`config.mk`:
```
export PLATFORM = sky130hd
export DESIGN_NAME = stage_vote_unit
export DESIGN_NICKNAME = d
export VERILOG_FILES = /design/src/rtl/stage_vote_pkg.sv /design/src/rtl/vote_core.sv /design/src/rtl/vote_datapath.sv /design/src/rtl/vote_control.sv /design/src/rtl/stage_vote_unit.sv
export SDC_FILE = /design/constraint.sdc
export NUM_CORES = 1
export LEC_CHECK = 0
export BUFFER_PORTS_ARGS = -buffer_cell sky130_fd_sc_hd__buf_2
export CAP_MARGIN = 0
export CELL_PAD_IN_SITES_DETAIL_PLACEMENT = 1
export CELL_PAD_IN_SITES_GLOBAL_PLACEMENT = 2
export CORE_ASPECT_RATIO = 2
export CORE_MARGIN = 4
export CORE_UTILIZATION = 31
export CTS_CLUSTER_SIZE = 28
export DETAILED_ROUTE_END_ITERATION = 12
export PLACE_DENSITY_LB_ADDON = 0.05
export SYNTH_ARGS = -nofsm -noshare
export SYNTH_HDL_FRONTEND = slang
export SYNTH_SLANG_ARGS = --single-unit
export TNS_END_PERCENT = 100
```
`constraint.sdc`:
```
create_clock -name clk -period 3.4 [get_ports clk]
set_input_delay 0.34 -clock clk [delete_from_list [all_inputs] [get_ports clk]]
set_output_delay 0.34 -clock clk [all_outputs]
set_load 0.03 [all_outputs]
```
`src/rtl/stage_vote_pkg.sv`:
```
package stage_vote_pkg;

  localparam int LANES = 3;

  // Strobes from control to datapath for one accepted word set
  typedef struct packed {
    logic capture;   // take the current word set
    logic lastWord;  // it closes the dataset
    logic bank;      // buffer half assigned to it
  } vote_strobe_t;

endpackage

```
`src/rtl/vote_core.sv`:
```
module vote_core #(
  parameter int DATA_W = 16
) (
  input  logic [stage_vote_pkg::LANES-1:0][DATA_W-1:0] laneWords,
  input  logic [stage_vote_pkg::LANES-1:0]             laneUse,
  output logic [DATA_W-1:0]                            voteData,
  output logic                                         voteErr,
  output logic                                         voteDeg
);
  localparam int PAIRS = 3;

  logic [PAIRS-1:0] pairHit;
  logic [1:0]       useCnt;

  // pair p compares lanes (0,1), (0,2), (1,2)
  for (genvar p = 0; p < PAIRS; p++) begin : g_pair
    localparam int LA = (p == 2) ? 1 : 0;
    localparam int LB = (p == 0) ? 1 : 2;
    assign pairHit[p] = laneUse[LA] & laneUse[LB] &
                        (laneWords[LA] == laneWords[LB]);
  end

  assign useCnt = 2'(laneUse[0]) + 2'(laneUse[1]) + 2'(laneUse[2]);

  logic [DATA_W-1:0] lowestUsed;
  always_comb begin
    lowestUsed = '0;
    if (laneUse[0])      lowestUsed = laneWords[0];
    else if (laneUse[1]) lowestUsed = laneWords[1];
    else if (laneUse[2]) lowestUsed = laneWords[2];
  end

  always_comb begin
    voteData = '0;
    voteErr  = 1'b0;
    voteDeg  = 1'b0;
    if (useCnt == 2'd0) begin
      voteErr = 1'b1;
    end else if (useCnt == 2'd1) begin
      voteDeg  = 1'b1;
      voteData = lowestUsed;
    end else if (pairHit[0] || pairHit[1]) begin
      voteData = laneWords[0];
    end else if (pairHit[2]) begin
      voteData = laneWords[1];
    end else begin
      voteErr  = 1'b1;
      voteData = lowestUsed;
    end
  end

  always_comb begin
    if (useCnt == 2'd1) assert (!voteErr);  // AST_SINGLE_NOT_FAILED R4
  end

endmodule

```
`src/rtl/vote_datapath.sv`:
```
module vote_datapath
  import stage_vote_pkg::*;
#(
  parameter int DATA_W = 16,
  parameter int IDX_W  = 8
) (
  input  logic                   clk,
  input  logic                   rst_n,
  input  vote_strobe_t           strobe,
  input  logic [DATA_W-1:0]      laneData0,
  input  logic [DATA_W-1:0]      laneData1,
  input  logic [DATA_W-1:0]      laneData2,
  input  logic [LANES-1:0]       laneUse,
  output logic                   wordErr,
  output logic                   outValid,
  output logic [DATA_W-1:0]      outData,
  output logic [IDX_W-1:0]       outIndex,
  output logic                   outBank,
  output logic                   outErr,
  output logic                   outDegraded
);
  logic [LANES-1:0][DATA_W-1:0] laneWords;
  logic [DATA_W-1:0]            voteData;
  logic                         voteDeg;
  logic [IDX_W-1:0]             idxCnt;

  assign laneWords = {laneData2, laneData1, laneData0};

  vote_core #(.DATA_W(DATA_W)) u_core (
    .laneWords(laneWords),
    .laneUse  (laneUse),
    .voteData (voteData),
    .voteErr  (wordErr),
    .voteDeg  (voteDeg)
  );

  always_ff @(posedge clk) begin
    if (!rst_n) begin
      idxCnt      <= '0;
      outValid    <= 1'b0;
      outData     <= '0;
      outIndex    <= '0;
      outBank     <= 1'b0;
      outErr      <= 1'b0;
      outDegraded <= 1'b0;
    end else begin
      outValid    <= strobe.capture;
      outErr      <= strobe.capture & wordErr;
      outDegraded <= strobe.capture & voteDeg;
      if (strobe.capture) begin
        outData  <= voteData;
        outIndex <= idxCnt;
        outBank  <= strobe.bank;
        idxCnt   <= strobe.lastWord ? '0 : idxCnt + 1'b1;
      end
    end
  end

  AST_FLAGS_NEED_VALID: assert property (@(posedge clk) disable iff (!rst_n)
    !outValid |-> (!outErr && !outDegraded));
  AST_DEGRADED_NOT_ERR: assert property (@(posedge clk) disable iff (!rst_n)
    outDegraded |-> !outErr);

endmodule

```
`src/rtl/vote_control.sv`:
```
module vote_control
  import stage_vote_pkg::*;
#(
  parameter int RETRY_MAX = 2
) (
  input  logic             clk,
  input  logic             rst_n,
  input  logic             cfgTriple,
  input  logic             inValid,
  input  logic             inLast,
  input  logic [LANES-1:0] laneBad,
  input  logic             wordErr,
  output vote_strobe_t     strobe,
  output logic [LANES-1:0] laneUse,
  output logic             setDone,
  output logic             setRetry,
  output logic             fatalErr,
  output logic             bankSel
);
  localparam int RETRY_W = $clog2(RETRY_MAX + 1);

  logic [RETRY_W-1:0] retryCnt;
  logic               setErrAcc;
  logic               setFailed;
  logic               closing;
  logic               retryLeft;

  assign laneUse   = ~laneBad & {cfgTriple, 1'b1, 1'b1};
  assign strobe    = '{capture: inValid & ~fatalErr, lastWord: inLast, bank: bankSel};
  assign closing   = strobe.capture & inLast;
  assign setFailed = setErrAcc | wordErr;
  assign retryLeft = (retryCnt < RETRY_W'(RETRY_MAX));

  always_ff @(posedge clk) begin
    if (!rst_n) begin
      retryCnt  <= '0;
      setErrAcc <= 1'b0;
      setDone   <= 1'b0;
      setRetry  <= 1'b0;
      fatalErr  <= 1'b0;
      bankSel   <= 1'b0;
    end else begin
      setDone  <= closing;
      setRetry <= closing & setFailed & retryLeft;
      if (strobe.capture) setErrAcc <= inLast ? 1'b0 : setFailed;
      if (closing) begin
        if (!setFailed) begin
          bankSel  <= ~bankSel;
          retryCnt <= '0;
        end else if (retryLeft) begin
          retryCnt <= retryCnt + 1'b1;
        end else begin
          fatalErr <= 1'b1;
        end
      end
    end
  end

  AST_RETRY_NEEDS_DONE: assert property (@(posedge clk) disable iff (!rst_n)
    setRetry |-> setDone);
  AST_BANK_HOLD_ON_RETRY: assert property (@(posedge clk) disable iff (!rst_n)
    setRetry |-> $stable(bankSel));
  AST_BANK_ONLY_AT_DONE: assert property (@(posedge clk) disable iff (!rst_n)
    !setDone |-> $stable(bankSel));
  AST_FATAL_STICKY: assert property (@(posedge clk) disable iff (!rst_n)
    fatalErr |=> fatalErr);
  AST_FATAL_NOT_RETRY: assert property (@(posedge clk) disable iff (!rst_n)
    $rose(fatalErr) |-> !setRetry);

endmodule

```
`src/rtl/stage_vote_unit.sv`:
```
module stage_vote_unit
  import stage_vote_pkg::*;
#(
  parameter int DATA_W    = 16,
  parameter int IDX_W     = 8,
  parameter int RETRY_MAX = 2
) (
  input  logic              clk,
  input  logic              rst_n,
  input  logic              cfgTriple,
  input  logic              inValid,
  input  logic              inLast,
  input  logic [DATA_W-1:0] laneData0,
  input  logic [DATA_W-1:0] laneData1,
  input  logic [DATA_W-1:0] laneData2,
  input  logic [2:0]        laneBad,
  output logic              outValid,
  output logic [DATA_W-1:0] outData,
  output logic [IDX_W-1:0]  outIndex,
  output logic              outBank,
  output logic              outErr,
  output logic              outDegraded,
  output logic              setDone,
  output logic              setRetry,
  output logic              fatalErr,
  output logic              bankSel
);
  vote_strobe_t     strobe;
  logic [LANES-1:0] laneUse;
  logic             wordErr;

  vote_control #(.RETRY_MAX(RETRY_MAX)) u_ctrl (
    .clk      (clk),
    .rst_n    (rst_n),
    .cfgTriple(cfgTriple),
    .inValid  (inValid),
    .inLast   (inLast),
    .laneBad  (laneBad),
    .wordErr  (wordErr),
    .strobe   (strobe),
    .laneUse  (laneUse),
    .setDone  (setDone),
    .setRetry (setRetry),
    .fatalErr (fatalErr),
    .bankSel  (bankSel)
  );

  vote_datapath #(.DATA_W(DATA_W), .IDX_W(IDX_W)) u_dp (
    .clk        (clk),
    .rst_n      (rst_n),
    .strobe     (strobe),
    .laneData0  (laneData0),
    .laneData1  (laneData1),
    .laneData2  (laneData2),
    .laneUse    (laneUse),
    .wordErr    (wordErr),
    .outValid   (outValid),
    .outData    (outData),
    .outIndex   (outIndex),
    .outBank    (outBank),
    .outErr     (outErr),
    .outDegraded(outDegraded)
  );

  AST_NO_OUTPUT_WHEN_FATAL: assert property (@(posedge clk) disable iff (!rst_n)
    fatalErr |=> !outValid);
  AST_DONE_WITH_RESULT: assert property (@(posedge clk) disable iff (!rst_n)
    setDone |-> outValid);

endmodule

```
==> impl_results.md <==
* Sw power at 0.458 mW
* Peak VDD IR at 0.255 mV
* Leading area contributor after synthesis: dfxtp_1
* Most frequent cell after synthesis: a21oi_1
* Crit share post-route at 0.730
* Ports at 88
* Vias at 3229
* Worst Reg2Reg Path Length in Cells at 5
* RSZ-0062 raised after global routing: false
* Synth Warn # at 0
* Top Metal Used: met4
* Overall routing resource usage at 0.216
* Critical Path End Type: register
* Die height at 148 µm
* Sequential fraction of design power at 0.349
* Clk_skew at 0.00159 ns
* CP endpoint: u_dp.outData[11]
* FP Rows at 51
* Global-route wire length before repair at 19000 µm
* Max_cap viols at 0
* Final Cell Area at 3820 µm²
* Reg area at 861 µm²
* Root Buffer: clkbuf_16
* Worst skew pair latency at 0.29 ns
* Comb pwr share at 0.237
* EDFF count, synth at 0
* Ant diodes at 0
* Dominant cells by area after synthesis: dfxtp_1 (28%), xnor2_1 (9.2%), a21oi_1 (7.9%), xor2_1 (5.7%), nor2_1 (4.9%)
* Switching Share at 0.297
* Mapped Cells at 394
* Final ANT Viol Nets at 0
* WP buf/inv at 2
* FFs w/ async S/R, synth at 0
* Final setup margin at 0.919 ns
* Met1 WL at 3900 µm
* # DRC at 0
* Drt pass-1 iters at 4
* CP max FO at 18
* Setup Fix Bufs, Post-CTS at 0
* Cell-internal power at 1.08 mW
* Final setup vio count at 0
* Worst slew margin at 0.423
* Maximum operating frequency at 0.403 GHz
* Worst Hold Class: input port to register
* Die width at 78.1 µm
* Area taken by multi-input logic gates at 2070 µm²
* Fin nets at 533
* Starting Density at 0.314
* Number of hold buffers added after CTS at 0
* Mapped cell area at 3050 µm²
* Vias in the first global route at 3521
* P_leak at 1.56 nW
* Met2 Wirelength at 7220 µm
* Slowest stage delay, CP at 0.43 ns
* Largest net degree at the start of global routing at 29
* # fillers at 1244
* Register area share after synthesis at 0.282
* Post-detail-place hpwl at 9470 µm
* Yosys cell types at 43
* Most frequent cells after synthesis: a21oi_1 (48), dfxtp_1 (43), nor2_1 (40), xnor2_1 (32), nand2_1 (29)
* Synth Flop Type: dfxtp_1
* Area growth syn-to-layout at 25.3%
* Status: finished, final reports clean
* Part of the power in the clock network at 0.413
* Synth Register Bits at 43
* Worst-case clock buffer depth at 2
* Total CTS buffers at 5
* Placed cell areas at 3630 µm²
* Slowest cell on the critical path: or2_1
* Die footprint at 11600 µm²
* Setup WS pre-CTS at 0.588 ns
* Slew @ Worst Pin at 0.865 ns
* Min cycle time layout at 2.48 ns
* Worst Setup SP: laneData2[4]
* Number of antenna violations at the first check in global routing at 0
* Critical path required time at 3.61 ns
* 1st-iter DRT viols at 76
* Syn Area/Cell at 7.74 µm²
* Startpoint type of the worst setup path: input port
* Pwr per Cell Area at 404 nW/µm²
* Fin. Hold Viols at 0
* Wire length on met3 at 390 µm
* CTS H-tree depth at 2
* Routed WL at 12000 µm
* TritonCTS clock tree: done
* Vias per Instance at 5.32
* Post-CTS resize count at 0
* # clock sinks at 43
* RR Startpoint: u_ctrl.fatalErr
* Clock Pin Slew Worst Setup and Hold Paths at 0.06 ns
* WP data arrival at 2.69 ns
* Crit-path most repeated cell: o31ai_1
* Total chip power at 1.54 mW
* Final Max Tran Viols at 0
* Share of post-route cells with drive strength above 1 at 0.248
* WP depth at 9
* Share of the synthesized area in the top cell type at 0.282
* Congestion Overflow GR at 0
* Port Buf Inserts at 87
* Setup TNS Final at 0 ns
* Final RePlAce weighted congestion at 0.874
* R2r endpoint: u_dp.idxCnt[0]
* DR WL/cell at 19.8 µm
* Crit-path cells: buf_2 > xnor2_1 > nand4_1 > nor4_1 > and3_1 > buf_4 > or2_1 > o31ai_1 > o31ai_1
* Top cell family by delay on the critical path: simple AND/OR/NAND/NOR gates
* Reg2reg setup slack at 1.62 ns
* CP Class: input port to register
* Syn Nets at 453
* Core area at 9700 µm²
layout by cell type (no fill, tap or decap), types with 2 or more instances in the layout:
| master | instances |
|---|---|
| nor2b_1 | 10 |
| o21a_1 | 2 |
| buf_2 | 87 |
| or3_1 | 2 |
| o211ai_1 | 8 |
| nor3_1 | 4 |
| nand4_1 | 10 |
| inv_1 | 3 |
| nand2b_1 | 9 |
| bufinv_16 | 2 |
| o31a_1 | 7 |
| and3_1 | 4 |
| a31oi_1 | 10 |
| a21oi_1 | 48 |
| buf_4 | 11 |
| ha_1 | 2 |
| clkbuf_16 | 5 |
| o21bai_1 | 9 |
| or4b_1 | 7 |
| o31ai_1 | 5 |
| or4_1 | 3 |
| mux2_2 | 7 |
| nor2_1 | 40 |
| nor4_1 | 4 |
| o21ai_0 | 17 |
| xnor2_1 | 32 |
| dfxtp_1 | 43 |
| nand3_1 | 13 |
| xor2_1 | 20 |
| a311oi_1 | 8 |
| nand2_1 | 29 |
cell type report:
cell class	instances	share of cell area
Tap cell	132	0.0433
Timing Repair Buffer	98	0.136
Multi-Input combinational cell	321	0.541
Clock inverter	2	0.0157
Inverter	5	0.00491
Sequential cell	43	0.225
Clock buffer	6	0.0337
worst min-delay path by stage:
stage                     startpoint            endpoint  slack (ns)  cells past startpoint
global placement    u_dp.outIndex[0]    u_dp.outIndex[0]        0.44                      2
finish                        inLast  u_ctrl.retryCnt[1]        0.34                      2
floorplan             u_dp.idxCnt[7]    u_dp.outIndex[7]        0.44                      2
detailed placement  u_dp.outIndex[1]    u_dp.outIndex[1]        0.44                      2
CTS                           inLast  u_ctrl.retryCnt[1]        0.33                      2
global route                  inLast  u_ctrl.retryCnt[1]        0.35                      2
power by group through the flow:
| stage | registers [mW] | logic [mW] | clock network [mW] |
|---|---|---|---|
| after floorplan | 0.586 | 0.175 | 0 |
| after global placement | 0.549 | 0.365 | 0 |
| after detailed placement | 0.550 | 0.370 | 0 |
| after CTS | 0.539 | 0.371 | 0.662 |
| after global routing | 0.541 | 0.399 | 0.668 |
| final | 0.538 | 0.366 | 0.637 |
registers in the layout, indices dropped and copies added (netlist names), 2 cells and up:
register	cells
u_dp.outData	16
u_dp.idxCnt	8
u_dp.outIndex	8
u_ctrl.retryCnt	2
worst register-to-register path, delay by kind of cell (launching register included):
kind                   cells  cell delay (ns)
AO/OA/AOI/OAI              1             0.13
buffers and inverters      1             0.33
flip-flops                 1             0.37
AND/OR/NAND/NOR            3             0.82
logic make-up (layout without fill, tap and decap cells):
family / Yosys count / in the layout / synth area share
AO/OA/AOI/OAI: 117 / 117 / 0.241
buffers and inverters: 30 / 111 / 0.0402
flip-flops: 43 / 43 / 0.282
adder cells (fa/ha/maj): 3 / 3 / 0.0148
AND/OR/NAND/NOR: 142 / 142 / 0.246
XOR/XNOR: 52 / 52 / 0.149
multiplexers: 7 / 7 / 0.0259
layer usage:
| layer | track usage | vias to the layer above |
|---|---|---|
| met5 | 0 | - |
| met4 | 0.112 | 0 |
| met3 | 0.0303 | 26 |
| met2 | 0.442 | 69 |
| met1 | 0.195 | 1557 |
| li1 | - | 1577 |
through the flow:
step / std cells / hold WS (ns) / util
detailed placement: 599 / 0.444 / 0.374
CTS: 607 / 0.334 / 0.394
finish: 607 / 0.342 / 0.394
global route: 607 / 0.350 / 0.394
global placement: 599 / 0.440 / 0.374
floorplan: 394 / 0.437 / -
No activity file was read; power rests on OpenSTA's default activity.
